$ cat src/rtl/sdma_pkg.sv
package sdma_pkg;

  typedef enum logic [2:0] {
    ST_IDLE,
    ST_ARMED,
    ST_WAIT_LOW,
    ST_WAIT_HIGH,
    ST_OWN,
    ST_RELEASE
  } sdma_state_e;

endpackage

$ cat src/rtl/sdma_rst_sync.sv
module sdma_rst_sync #(
  parameter int STAGES = 2
) (
  input  logic clk,
  input  logic arst_n,
  output logic srst_n
);

  logic [STAGES-1:0] sync_q;
  logic [STAGES-1:0] sync_d;

  always_comb begin
    sync_d = {sync_q[STAGES-2:0], 1'b1};
  end

  always_ff @(posedge clk or negedge arst_n) begin
    if (!arst_n) sync_q <= '0;
    else         sync_q <= sync_d;
  end

  assign srst_n = sync_q[STAGES-1];

endmodule

$ cat src/rtl/sdma_low_run.sv
module sdma_low_run #(
  parameter int MIN_RUN = 3
) (
  input  logic clk,
  input  logic rst_n,
  input  logic ba_i,
  output logic qualify_o
);

  localparam int CW = $clog2(MIN_RUN + 1);
  localparam logic [CW-1:0] SAT  = CW'(MIN_RUN);
  localparam logic [CW-1:0] LAST = CW'(MIN_RUN - 1);

  logic [CW-1:0] run_q;
  logic [CW-1:0] run_d;
  logic          run_en;

  always_comb begin
    run_en = 1'b0;
    run_d  = run_q;
    if (ba_i) begin
      run_en = 1'b1;
      run_d  = '0;
    end else if (run_q != SAT) begin
      run_en = 1'b1;
      run_d  = run_q + CW'(1);
    end
  end

  always_ff @(posedge clk or negedge rst_n) begin
    if (!rst_n)      run_q <= '0;
    else if (run_en) run_q <= run_d;
  end

  assign qualify_o = !ba_i && (run_q >= LAST);

endmodule

$ cat src/rtl/sdma_grant_timer.sv
module sdma_grant_timer #(
  parameter int W = 8
) (
  input  logic         clk,
  input  logic         rst_n,
  input  logic         load_i,
  input  logic [W-1:0] len_i,
  input  logic         run_i,
  output logic         last_o
);

  localparam logic [W-1:0] ONE = W'(1);

  logic [W-1:0] cnt_q;
  logic [W-1:0] cnt_d;
  logic         cnt_en;

  always_comb begin
    cnt_en = 1'b0;
    cnt_d  = cnt_q;
    if (load_i) begin
      cnt_en = 1'b1;
      cnt_d  = (len_i == '0) ? ONE : len_i;
    end else if (run_i && cnt_q != '0) begin
      cnt_en = 1'b1;
      cnt_d  = cnt_q - ONE;
    end
  end

  always_ff @(posedge clk or negedge rst_n) begin
    if (!rst_n)      cnt_q <= '0;
    else if (cnt_en) cnt_q <= cnt_d;
  end

  assign last_o = (cnt_q == ONE);

endmodule

$ cat src/rtl/stall_dma_ctrl.sv
module stall_dma_ctrl
  import sdma_pkg::*;
#(
  parameter int LEN_W       = 8,
  parameter int MIN_RUN     = 3,
  parameter int SYNC_STAGES = 2
) (
  input  logic             clk,
  input  logic             rst_n,
  input  logic             ba_i,
  input  logic             req_i,
  input  logic [LEN_W-1:0] len_i,
  output logic             dma_n_o,
  output logic             grant_o
);

  logic        int_rst_n;
  logic        qualify;
  logic        last;
  logic        accept;
  sdma_state_e st_q;
  sdma_state_e st_d;

  sdma_rst_sync #(.STAGES(SYNC_STAGES)) u_rst (
    .clk    (clk),
    .arst_n (rst_n),
    .srst_n (int_rst_n)
  );

  sdma_low_run #(.MIN_RUN(MIN_RUN)) u_run (
    .clk       (clk),
    .rst_n     (int_rst_n),
    .ba_i      (ba_i),
    .qualify_o (qualify)
  );

  sdma_grant_timer #(.W(LEN_W)) u_tmr (
    .clk    (clk),
    .rst_n  (int_rst_n),
    .load_i (accept),
    .len_i  (len_i),
    .run_i  (st_q == ST_OWN),
    .last_o (last)
  );

  always_comb begin
    st_d   = st_q;
    accept = 1'b0;
    case (st_q)
      ST_IDLE: begin
        if (req_i) begin
          accept = 1'b1;
          st_d   = ba_i ? ST_WAIT_LOW : ST_ARMED;
        end
      end
      ST_ARMED:     if (ba_i)    st_d = ST_WAIT_LOW;
      ST_WAIT_LOW:  if (qualify) st_d = ST_WAIT_HIGH;
      ST_WAIT_HIGH: if (ba_i)    st_d = ST_OWN;
      ST_OWN:       if (last)    st_d = ST_RELEASE;
      ST_RELEASE:   if (ba_i)    st_d = ST_IDLE;
      default:                   st_d = ST_IDLE;
    endcase
  end

  always_ff @(posedge clk or negedge int_rst_n) begin
    if (!int_rst_n) st_q <= ST_IDLE;
    else            st_q <= st_d;
  end

  // Takeover follows BA combinationally so no processor cycle slips in.
  assign dma_n_o = !((st_q == ST_OWN) || (st_q == ST_WAIT_HIGH && ba_i));
  assign grant_o = (st_q == ST_OWN);

endmodule

$ cat config.mk
export PLATFORM = sky130hd
export DESIGN_NAME = stall_dma_ctrl
export DESIGN_NICKNAME = d
export VERILOG_FILES = /design/src/rtl/sdma_pkg.sv /design/src/rtl/sdma_rst_sync.sv /design/src/rtl/sdma_low_run.sv /design/src/rtl/sdma_grant_timer.sv /design/src/rtl/stall_dma_ctrl.sv
export SDC_FILE = /design/constraint.sdc
export NUM_CORES = 1
export LEC_CHECK = 0
export ABC_CLOCK_PERIOD_IN_PS = 1900
export CORE_MARGIN = 3
export CORE_UTILIZATION = 25
export DETAILED_ROUTE_END_ITERATION = 10
export PLACE_DENSITY = 0.45
export SLEW_MARGIN = 15
export SYNTH_ARGS = -nofsm -noshare
export SYNTH_HDL_FRONTEND = slang
export SYNTH_SLANG_ARGS = --single-unit
$ cat constraint.sdc
create_clock -name clk -period 1.9 [get_ports clk]
set_clock_uncertainty 0.2 [all_clocks]
set_input_delay 0.38 -clock clk [delete_from_list [all_inputs] [get_ports clk]]
set_output_delay 0.38 -clock clk [all_outputs]
set_load 0.02 [all_outputs]
==> results.txt <==
Crit path time final -> 2160 ps
Root buffer cell -> clkbuf_8
CP max stage delay -> 410 ps
Hold WS -> 18.1 ps
Clk buf depth -> 2
Starting Density -> 26.8%
Port-buffer cells -> 13
Global route total overflow -> 0
Final core utilization -> 40.6%
Max Cap Viol -> 0
TritonCTS clock tree -> done
Synth cell types -> 37
Reg-to-reg endpoint -> u_tmr.cnt_q[7]$_DFFE_PN0P_
Design area -> 1400 um2
Family with the most delay on the worst path -> compound AO/OA/AOI/OAI gates
Top-count cell post-synth -> dfrtp_1
Failing checks -> setup timing
Drt pass-1 iters -> 4
Kind of critical path -> reg -> reg
Synthesized area -> 921 um2
IO Count -> 14
FILL cells -> 347
Setup ws final -> -257 ps
Crit start category -> register
EDFF count, synth -> 0
Synth Flop Type -> dfrtp_1
Met3 GRT Util -> 2.53%
Antenna viol nets, final -> 0
Clk Latency, worst-skew pair -> 250 ps
Top post-synthesis cells by area -> dfrtp_1 41%, ha_1 6.8%, nand2_1 3.7%, buf_6 3.7%, o211ai_1 3.3%
Final GP Congestion -> 0.800
Hold Violations, Final -> 0
Post-Syn Instances -> 90
Antenna violations before repair -> 0
Final Cycle Share -> 114%
Tightest Pin Transition -> 541 ps
Nets -> 154
Busiest grt layer -> met2
Top post-synthesis cells by count -> 15 x dfrtp_1, 9 x nand2_1, 7 x nor2_1
PwrDens -> 1410 nW/um2
Final Non-Filler Cells -> 182
Worst VDD drop -> 399 uV
Dpl hpwl -> 1.70 mm
Max-slew violations -> 0
Async set-or-reset flop fraction in the synthesized netlist -> 100%
P_leak -> 0.614 nW
Via/cell ratio -> 4.74
Post-Syn Nets -> 107
Hold crit path type -> reg -> async
Worst EP required -> 1820 ps
Slowest cell on crit path -> dfrtp_1
CP arrival -> 2080 ps
Total power -> 1.97 mW
GR met2 Demand/Resource -> 16.2%
DRC -> 0
Die W -> 66.7 um
Yosys warnings -> 0
Fmax -> 464 MHz
RSZ-0062 raised after global routing -> yes
Largest net degree at the start of global routing -> 14
Synth-to-Final Area Change -> 51.9%
R2r worst-path depth -> 6
FF-to-FF Start -> u_tmr.cnt_q[0]$_DFFE_PN0P_
CP endpoint kind -> register
Global-route wire length before repair -> 3.64 mm
Sink Count -> 15
Clk slew on worst S/H paths -> 60 ps
Critical Path, Cell by Cell -> inv_2, ha_1, or2b_4, o31ai_4, mux2_4, a221o_1
Number of synthesized register bits -> 15
Tot GR Track Use -> 11.0%
CP Buf/Inv Count -> 1
Synth area leader -> dfrtp_1
Die area -> 4450 um2
Avg WL per Cell -> 12.0 um
1st-iter DRT viols -> 44
Post-synth top area share -> 40.8%
Syn_area_per_cell -> 10.2 um2
Outcome -> finished, violations left
Vias in the first global route -> 800
ANT cells -> 0
Global Route met1 Usage -> 14.8%
R2r setup slk -> -260 ps
Core area -> 3440 um2
Placed cells -> 174
DP Area -> 1300 um2
Crit path max fanout -> 4
Num CTS Buffers -> 3
Sequential area share after synthesis -> 40.8%
H-tree depth -> 1
Routed WL -> 2.18 mm
Relative slew slack -> 63.9%
Setup violators final -> 7
CTS Hold Bufs -> 0
DR vias -> 862
Num rows -> 21
Share of cells above drive strength 1 -> 39.7%
Die Span Y -> 66.7 um
[worst max-delay path by stage]
stage                                           from                    endpoint  slack [ps]  depth (start not counted)
after floorplan           u_tmr.cnt_q[4]$_DFFE_PN0P_  u_tmr.cnt_q[7]$_DFFE_PN0P_        -330                          4
after global placement                          ba_i                     dma_n_o        -350                          5
after detailed placement                        ba_i                     dma_n_o        -350                          5
after CTS                 u_tmr.cnt_q[7]$_DFFE_PN0P_  u_tmr.cnt_q[3]$_DFFE_PN0P_        -300                          5
after global routing      u_tmr.cnt_q[7]$_DFFE_PN0P_  u_tmr.cnt_q[7]$_DFFE_PN0P_        -330                          4
final                     u_tmr.cnt_q[0]$_DFFE_PN0P_  u_tmr.cnt_q[7]$_DFFE_PN0P_        -260                          6
[placed cells by master (no fill, tap or decap), types with 2 or more instances in the layout]
cell	Yosys	final
clkdlybuf4s50_1	0	11
mux2_4	0	2
or3_2	2	2
o211ai_1	4	4
nand2b_1	2	2
clkbuf_8	0	3
nand2_1	9	8
buf_4	0	32
a21oi_1	2	2
nor3_1	4	4
a221o_1	2	2
dfrtp_1	15	15
inv_1	5	4
nor2_1	7	6
ha_1	5	5
nand3_1	3	3
[logic make-up after synthesis]
logic type               count (synthesis)  share of synthesized area (%)
buffers and inverters                    8                           5.71
adder cells (fa/ha/maj)                  5                           6.79
AO/OA/AOI/OAI                           23                           21.2
other                                    1                          0.407
multiplexers                             3                           3.53
XOR/XNOR                                 1                          0.951
flip-flops                              15                           40.8
AND/OR/NAND/NOR                         34                           20.7
[repair_timing]
action,CTS,global route
setup buffers,3,3
pin swaps,5,3
endpoints found under the hold margin,0,0
gates resized for setup,11,5
setup endpoints to repair,8,11
[metal layers]
layer | wire length (um) | vias to the layer above
met1 | 1040 | 415
met2 | 1040 | 13
met4 | 45 | 0
li1 | - | 430
met5 | 0 | -
met3 | 62 | 4
[registers in the layout, summed over array words and instances (netlist names)]
signal and cells:
st_q 3, u_run.run_q 2, u_rst.sync_q 2, u_tmr.cnt_q 8
[stage by stage]
step           TNS [ps]  setup WS [ps]
2_1_floorplan      -841           -330
3_3_place_gp      -1610           -351
3_5_place_dp      -1670           -345
4_1_cts           -1300           -305
5_1_grt           -1750           -334
6_report          -1070           -257
[final cells by class]
| type | count | area (um2) | area share, % |
|---|---|---|---|
| Clock buffer | 4 | 45.0 | 3.22 |
| Sequential cell | 15 | 375 | 26.8 |
| Timing Repair Buffer | 45 | 360 | 25.8 |
| Inverter | 5 | 18.8 | 1.34 |
| Multi-Input combinational cell | 67 | 542 | 38.7 |
| Tap cell | 46 | 57.6 | 4.11 |
[power breakdown]
part | switching (mW) | internal (mW) | total [mW]
clock network | 0.112 | 0.148 | 0.260
registers | 0.115 | 0.449 | 0.564
logic | 0.510 | 0.640 | 1.15
Note: power is estimated with default switching activity, not from simulation.
